File: config.mk
export PLATFORM = sky130hd
export DESIGN_NAME = cc_branch_eval
export DESIGN_NICKNAME = d
export VERILOG_FILES = /design/src/rtl/ccb_pkg.sv /design/src/rtl/ccb_flag_reg.sv /design/src/rtl/ccb_cond_decode.sv /design/src/rtl/cc_branch_eval.sv
export SDC_FILE = /design/constraint.sdc
export NUM_CORES = 1
export LEC_CHECK = 0
export BUFFER_PORTS_ARGS = -buffer_cell sky130_fd_sc_hd__buf_2
export CAP_MARGIN = 20
export CORE_AREA = 5 5 42 44
export DETAILED_ROUTE_END_ITERATION = 7
export DIE_AREA = 0 0 47 49
export PLACE_DENSITY_LB_ADDON = 0.25
export SLEW_MARGIN = 20
export SYNTH_ARGS = -nofsm -noshare
export SYNTH_HDL_FRONTEND = slang
export SYNTH_SLANG_ARGS = --single-unit
File: constraint.sdc
create_clock -name clk -period 1.69 [get_ports clk]
set_clock_uncertainty 0.2 [all_clocks]
set_input_delay 0.0845 -clock clk [delete_from_list [all_inputs] [get_ports clk]]
set_output_delay 0.0845 -clock clk [all_outputs]
set_load 0.02 [all_outputs]
File: src/rtl/ccb_pkg.sv
package ccb_pkg;

    localparam int FN_W      = 4;
    localparam int NUM_CODES = 7;

    typedef enum logic [FN_W-1:0] {
        SEL_ALWAYS = 4'd0,
        SEL_LE     = 4'd1,
        SEL_LT     = 4'd2,
        SEL_EQ     = 4'd3,
        SEL_NE     = 4'd4,
        SEL_GE     = 4'd5,
        SEL_GT     = 4'd6
    } sel_e;

    typedef struct packed {
        logic zero;
        logic neg;
        logic ovf;
    } flags_t;

    localparam flags_t FLAGS_RESET = '{zero: 1'b1, neg: 1'b0, ovf: 1'b0};

endpackage

File: src/rtl/ccb_flag_reg.sv
module ccb_flag_reg
    import ccb_pkg::*;
(
    input  logic   clk,
    input  logic   rst,
    input  logic   wr,
    input  flags_t flags_in,
    output flags_t flags_q
);

    flags_t st_d;
    flags_t st_q;

    always_comb begin
        st_d = st_q;
        if (rst) begin
            st_d = FLAGS_RESET;
        end else if (wr) begin
            st_d = flags_in;
        end
    end

    always_ff @(posedge clk) begin
        st_q <= st_d;
    end

    assign flags_q = st_q;

    AST_FLAG_LOAD: assert property (@(posedge clk) disable iff (rst)
        wr |=> (st_q == $past(flags_in)));
    AST_FLAG_HOLD: assert property (@(posedge clk) disable iff (rst)
        !wr |=> $stable(st_q));

endmodule

File: src/rtl/ccb_cond_decode.sv
module ccb_cond_decode
    import ccb_pkg::*;
(
    input  logic [FN_W-1:0] sel,
    input  flags_t          flags,
    output logic            take,
    output logic            invalid
);

    logic less_w;
    logic less_eq_w;

    assign less_w    = flags.neg ^ flags.ovf;
    assign less_eq_w = less_w | flags.zero;

    always_comb begin
        take    = 1'b0;
        invalid = 1'b0;
        case (sel)
            SEL_ALWAYS: take = 1'b1;
            SEL_LE:     take = less_eq_w;
            SEL_LT:     take = less_w;
            SEL_EQ:     take = flags.zero;
            SEL_NE:     take = ~flags.zero;
            SEL_GE:     take = ~less_w;
            SEL_GT:     take = ~less_eq_w;
            default:    invalid = 1'b1;
        endcase
    end

endmodule

File: src/rtl/cc_branch_eval.sv
module cc_branch_eval
    import ccb_pkg::*;
(
    input  logic            clk,
    input  logic            rst,
    input  logic            flag_wr,
    input  logic            zero_in,
    input  logic            neg_in,
    input  logic            ovf_in,
    input  logic [FN_W-1:0] func_code,
    output logic            cond_ok,
    output logic            bad_code
);

    localparam logic [FN_W-1:0] FN_LIMIT = FN_W'(NUM_CODES);

    flags_t new_flags;
    flags_t cur_flags;

    assign new_flags = '{zero: zero_in, neg: neg_in, ovf: ovf_in};

    ccb_flag_reg u_flags (
        .clk      (clk),
        .rst      (rst),
        .wr       (flag_wr),
        .flags_in (new_flags),
        .flags_q  (cur_flags)
    );

    ccb_cond_decode u_decode (
        .sel     (func_code),
        .flags   (cur_flags),
        .take    (cond_ok),
        .invalid (bad_code)
    );

    AST_ALWAYS_TAKEN: assert property (@(posedge clk) disable iff (rst)
        (func_code == '0) |-> cond_ok);
    AST_BAD_NEVER_TAKEN: assert property (@(posedge clk) disable iff (rst)
        (func_code >= FN_LIMIT) |-> (bad_code && !cond_ok));
    AST_GOOD_NOT_FLAGGED: assert property (@(posedge clk) disable iff (rst)
        (func_code < FN_LIMIT) |-> !bad_code);
    AST_EQ_FOLLOWS_LOAD: assert property (@(posedge clk) disable iff (rst)
        (flag_wr && zero_in) |=> ((func_code != FN_W'(3)) || cond_ok));

endmodule

==> metrics, run 1 <==
status=completed; CP arrival=roughly 1.6 ns; total grt overflow=0; Gate Count Post-Synth=21; ratio of cells with drive above 1 in the final layout=between 40% and 50%; latest clock arrival within the worst-skew pair=around 0.23 ns; DRC violations left=0; worst path bufs/invs=3; DR iter-0 viols=2; final setup vio count=0; RePlAce Congestion=between 0.6 and 0.7; DR WL/cell=around 8.8 um; Hold Crit Depth=3; Syn Nets=31; largest net degree at the start of global routing=6; Die Height=49 um; worst flop-to-flop path endpoint=u_flags.flags_q[2]; HP Class=in2out; reg2reg setup slack=around 0.16 ns; Mean Syn Cell Area=8.64 um^2; IO Count=12; asr flop ratio synth=0%; initial antenna violation count=0; CTS Buf Count=3; EDFF count, synth=0; Synth top cells by count=a21oi_1, dfxtp_1, mux2i_1; max frequency=slightly above 600 MHz; CP max stage delay=~0.54 ns; vias in the first global route=222; max FFs per register=3; Worst R2R Path Depth=3; final-stage net count=53; crit start category=input pin; CTS tree=built; Rel. slew slack=approximately nine tenths; RSZ-0062 raised after global routing=yes; hold worst-path end=cond_ok; Antenna diodes=0; FF-to-FF Start=u_flags.flags_q[2]; Leak Pwr=~0.16 nW; top cell type's share of synthesized area=about 33%; power per cell area=around 770 nW/um^2; Root Driver=clkbuf_4; number of H-tree levels=1; Synth area leaders=dfxtp_1, mux2i_1, a21oi_1; final wirelength=roughly 500 um; hold path startpoint=func_code[3]; Tightest Pin Transition=approximately 0.13 ns; cell taking the most area after synthesis=dfxtp_1; filler cell count in the final layout=between 150 and 200; min Tclk post-route=about 1.6 ns; Final ANT Viol Nets=0; die area=~2300 um^2; CTS sink cnt=3; Worst Path Class, Setup=in2reg; vias=223; final hold vios=0; # Post-CTS Setup Buffers=0; Max VDD drop=0.312 mV; Initial DRT Pass Iterations=2; Final Max Tran Viols=0; Worst EP required=1.61 ns; P&R area growth vs syn=95.2%; Seq cells post-synth=3; die width=approximately 47 um; Via density=3.84; top_reg_cell synth=dfxtp_1; worst path cell trace=dlygate4sd3_1 -> buf_2 -> a211o_1 -> dlygate4sd3_1; Max Buffers Root-to-Sink=2; Final Cycle Share=around 97%; Port Buffers=11; Power Total=about 0.27 mW; CP max FO=1; Placement Rows=14; Initial Util=about 13%; Unique masters post-synth=14; setup TNS=0 ns; first-pass GRT wire length=around 830 um; Max-Cap Viols=0; yosys warns=0; most frequent CP cell=dlygate4sd3_1; core area=approximately 1400 um^2; Slowest-stage cell, CP=dlygate4sd3_1; CP delay by family, top=buffers and inverters; Hold Slack=0.241 ns; Setup crit end kind=register; clock transition at the registers of the reported paths=~0.040 ns; register area share after synthesis=roughly 33%; mapped cell area=181 um^2; Total Routing Usage GR=5.27%
[logic make-up after synthesis]
kind of cell,after synthesis,share of synthesized area (%)
buffers and inverters,1,2.07
multiplexers,3,16.6
flip-flops,3,33.1
AO/OA/AOI/OAI,6,20.7
XOR/XNOR,1,4.83
AND/OR/NAND/NOR,7,22.8
[cell type report]
cell class	count	area, um^2	share of cell area (%)
timing repair buffer	17	118	33.2
tap	16	20.0	5.65
inverter	1	3.75	1.06
sequential	3	61.3	17.3
clock buffer	4	26.3	7.42
multi-input combinational	17	125	35.3
[through the flow]
step,util (%),setup WS (ns),area [um^2],std cells
floorplan,-,0.274,181,21
global placement,18.3,0.246,256,48
detailed placement,18.3,0.268,256,48
CTS,25.0,0.0279,350,58
global route,25.3,-0.0463,354,58
finish,25.3,0.0532,354,58
[tightest hold or removal path: cells and delay by family]
family / cells / cell delay (ns)
buf+inv: 2 / 0.24
compound gates: 1 / 0.04
[worst max path at each step]
stage                                  start            endpoint  slack (ns)  cells past startpoint
after floorplan           u_flags.flags_q[1]             cond_ok        0.27                      4
after global placement    u_flags.flags_q[1]             cond_ok        0.25                      5
after detailed placement  u_flags.flags_q[1]             cond_ok        0.27                      5
after CTS                 u_flags.flags_q[1]             cond_ok        0.03                      5
after global routing      u_flags.flags_q[0]             cond_ok       -0.05                      5
final                                zero_in  u_flags.flags_q[2]        0.05                      4
[metal layers]
| layer | wire (um) | global-route usage, % | vias to the layer above |
|---|---|---|---|
| li1 | - | - | 116 |
| met1 | 226 | 6.13 | 95 |
| met2 | 207 | 6.56 | 12 |
| met3 | 74 | 2.21 | 0 |
| met4 | 0 | 5.53 | 0 |
| met5 | 0 | 0 | - |
[where the power goes]
part / leakage (nW) / internal (mW) / total (mW) / switching [mW]
registers: 0.0252 / 0.0761 / 0.0805 / 0.00447
clock network: 0.0150 / 0.0885 / 0.126 / 0.0376
logic: 0.124 / 0.0387 / 0.0650 / 0.0263
total: 0.164 / 0.203 / 0.272 / 0.0683
[cell usage in the layout, fill, tap and decap left out, drive strengths merged]
master,n
buf,11
dlygate4sd3,6
clkbuf,4
a21oi,3
mux2i,3
dfxtp,3
nor2,2
inv,1
xnor2,1
nor3b,1
o21ai,1
nand2,1
nand2b,1
nor3,1
a31o,1
nor2b,1
a211o,1
[what timing repair did]
item	CTS	global route
hold endpoints to repair	3	0
hold buffers	6	0
pin swaps	0	3
endpoints found under the setup margin	1	1
resized for setup	1	2
(Power assumes the default switching activity.)
==> run 2: changes to the inputs <==
==> constraint.sdc (replaced) <==
create_clock -name clk -period 1.69 [get_ports clk]
set_clock_uncertainty 0.2 [all_clocks]
set_input_delay 0 -clock clk [delete_from_list [all_inputs] [get_ports clk]]
set_output_delay 0 -clock clk [all_outputs]
set_load 0.02 [all_outputs]
==> metrics, run 2 (same netlist as run 1, synthesis figures left out) <==
status=completed; Final Instance Count excl. Fillers=58 (unchanged); # Post-CTS Setup Buffers=0 (unchanged); die width=47 um (unchanged); vias in the first global route=216 (-2.7%); initial antenna violation count=0 (unchanged); Detail Route met3 WL=74 um (unchanged); Placement Rows=14 (unchanged); Initial Util=12.9% (unchanged); DR WL/cell=8.95 um (+2.2%); Via density=3.78 (-1.8%); first-pass GRT wire length=807 um (-2.5%); core area=1400 um^2 (unchanged); max frequency=643 MHz (+5.2%); CTS tree=built; Port Buffers=11 (unchanged); Antenna diodes=0 (unchanged); Setup crit end kind=output port; most common cell after layout, fill and taps aside=buf_2; most frequent cells in the layout=buf_2, dlygate4sd3_1; CTS sink cnt=3 (unchanged); Multi-input gate area=125 um^2 (unchanged); latest clock arrival within the worst-skew pair=0.23 ns (about the same); P&R area growth vs syn=94.5%; DRC violations left=0 (unchanged); Max VDD drop=0.318 mV (+1.8%); die area=2300 um^2 (unchanged); setup TNS=0 ns (unchanged); met2 wire len=206 um (-0.48%); clock transition at the registers of the reported paths=0.04 ns (about the same); RePlAce Congestion=0.698 (unchanged); final wirelength=519 um (+2.2%); min Tclk post-route=1.56 ns (-0.0808 ns); Total Routing Usage GR=5.20% (-0.070 points); vias=219 (-1.8%); final-stage net count=53 (unchanged); filler cell count in the final layout=155 (+0.65%); Leak Pwr=0.164 nW (-0.25%); Initial DRT Pass Iterations=3 (+1); Final Max Tran Viols=0 (unchanged); Max Buffers Root-to-Sink=2 (unchanged); Power Total=0.271 mW (-0.13%); final setup vio count=0 (unchanged); final hold vios=0 (unchanged); crit start category=register; HP Class=in2out; CP arrival=1.36 ns (-0.19 ns); CP max FO=2 (+1); top routing layer used=met3; IO Count=12 (unchanged); CTS Buf Count=3 (unchanged); Worst EP required=1.49 ns (-0.12 ns); RSZ-0062 raised after global routing=no; flip-flop and latch area=60.1 um^2 (-2.0%); Hold Slack=0.0711 ns (-0.170 ns); number of H-tree levels=1 (unchanged); Root Driver=clkbuf_4; largest net degree at the start of global routing=6 (unchanged); total grt overflow=0 (unchanged); Tightest Pin Transition=0.132 ns (+0.00111 ns); max FFs per register=3 (unchanged); power per cell area=769 nW/um^2 (+0.23%); DR iter-0 viols=2 (unchanged); Worst Path Class, Setup=reg2out; ratio of cells with drive above 1 in the final layout=40.5% (-2.4 points); Rel. slew slack=91.0% (about the same); Final ANT Viol Nets=0 (unchanged); Die Height=49 um (unchanged); Met1 Wirelength=238 um (+5.3%); Max-Cap Viols=0 (unchanged); Final Cycle Share=92.1% (-4.8 points); placed insts=48 (unchanged)
## run 2: report_power, final
part	internal (mW)	switching (mW)	total (mW)
logic	0.0388	0.0265	0.0653
registers	0.0758	0.00444	0.0802
clock network	0.0885	0.0373	0.126
## run 2: worst paths after layout
check / from / slack, ns / cells past startpoint / to
max reg2reg: u_flags.flags_q[2] / 0.16 / 3 / u_flags.flags_q[2]
max: u_flags.flags_q[1] / 0.13 / 5 / cond_ok
min: func_code[3] / 0.07 / 3 / cond_ok
min reg2reg: u_flags.flags_q[1] / 0.90 / 3 / u_flags.flags_q[1]
## run 2: cell type report
type / count / share of cell area [%]
Inverter: 1 / 1.06
Multi-Input combinational cell: 17 / 35.5
Tap cell: 16 / 5.67
Timing Repair Buffer: 17 / 33.3
Clock buffer: 4 / 7.45
Sequential cell: 3 / 17.0
## run 2: worst max-delay path: stages (launching register included)
cell and delay (ns):
dfxtp_1 0.33, xnor2_2 0.19, mux2i_1 0.21, a21oi_1 0.09, a21oi_1 0.15, buf_4 0.16
## run 2: repair_timing
| item | CTS | global route |
|---|---|---|
| resized for setup | 0 | 2 |
| endpoints found under the setup margin | 0 | 1 |
| endpoints found under the hold margin | 3 | 0 |
| hold buffers | 6 | 0 |
## run 2: routing by layer
| metal | vias up | track usage, % |
|---|---|---|
| li1 | 116 | - |
| met1 | 91 | 6.35 |
| met2 | 12 | 6.11 |
| met3 | 0 | 2.21 |
| met4 | 0 | 5.53 |
| met5 | - | 0 |
## run 2: through the flow
| stage | area, um^2 | worst slack (ns) | util (%) |
|---|---|---|---|
| detailed placement | 256 | 0.352 | 18.3 |
| CTS | 343 | 0.0638 | 24.5 |
| finish | 353 | 0.134 | 25.2 |
| global route | 353 | 0.00316 | 25.2 |
| floorplan | 181 | 0.359 | - |
| global placement | 256 | 0.330 | 18.3 |
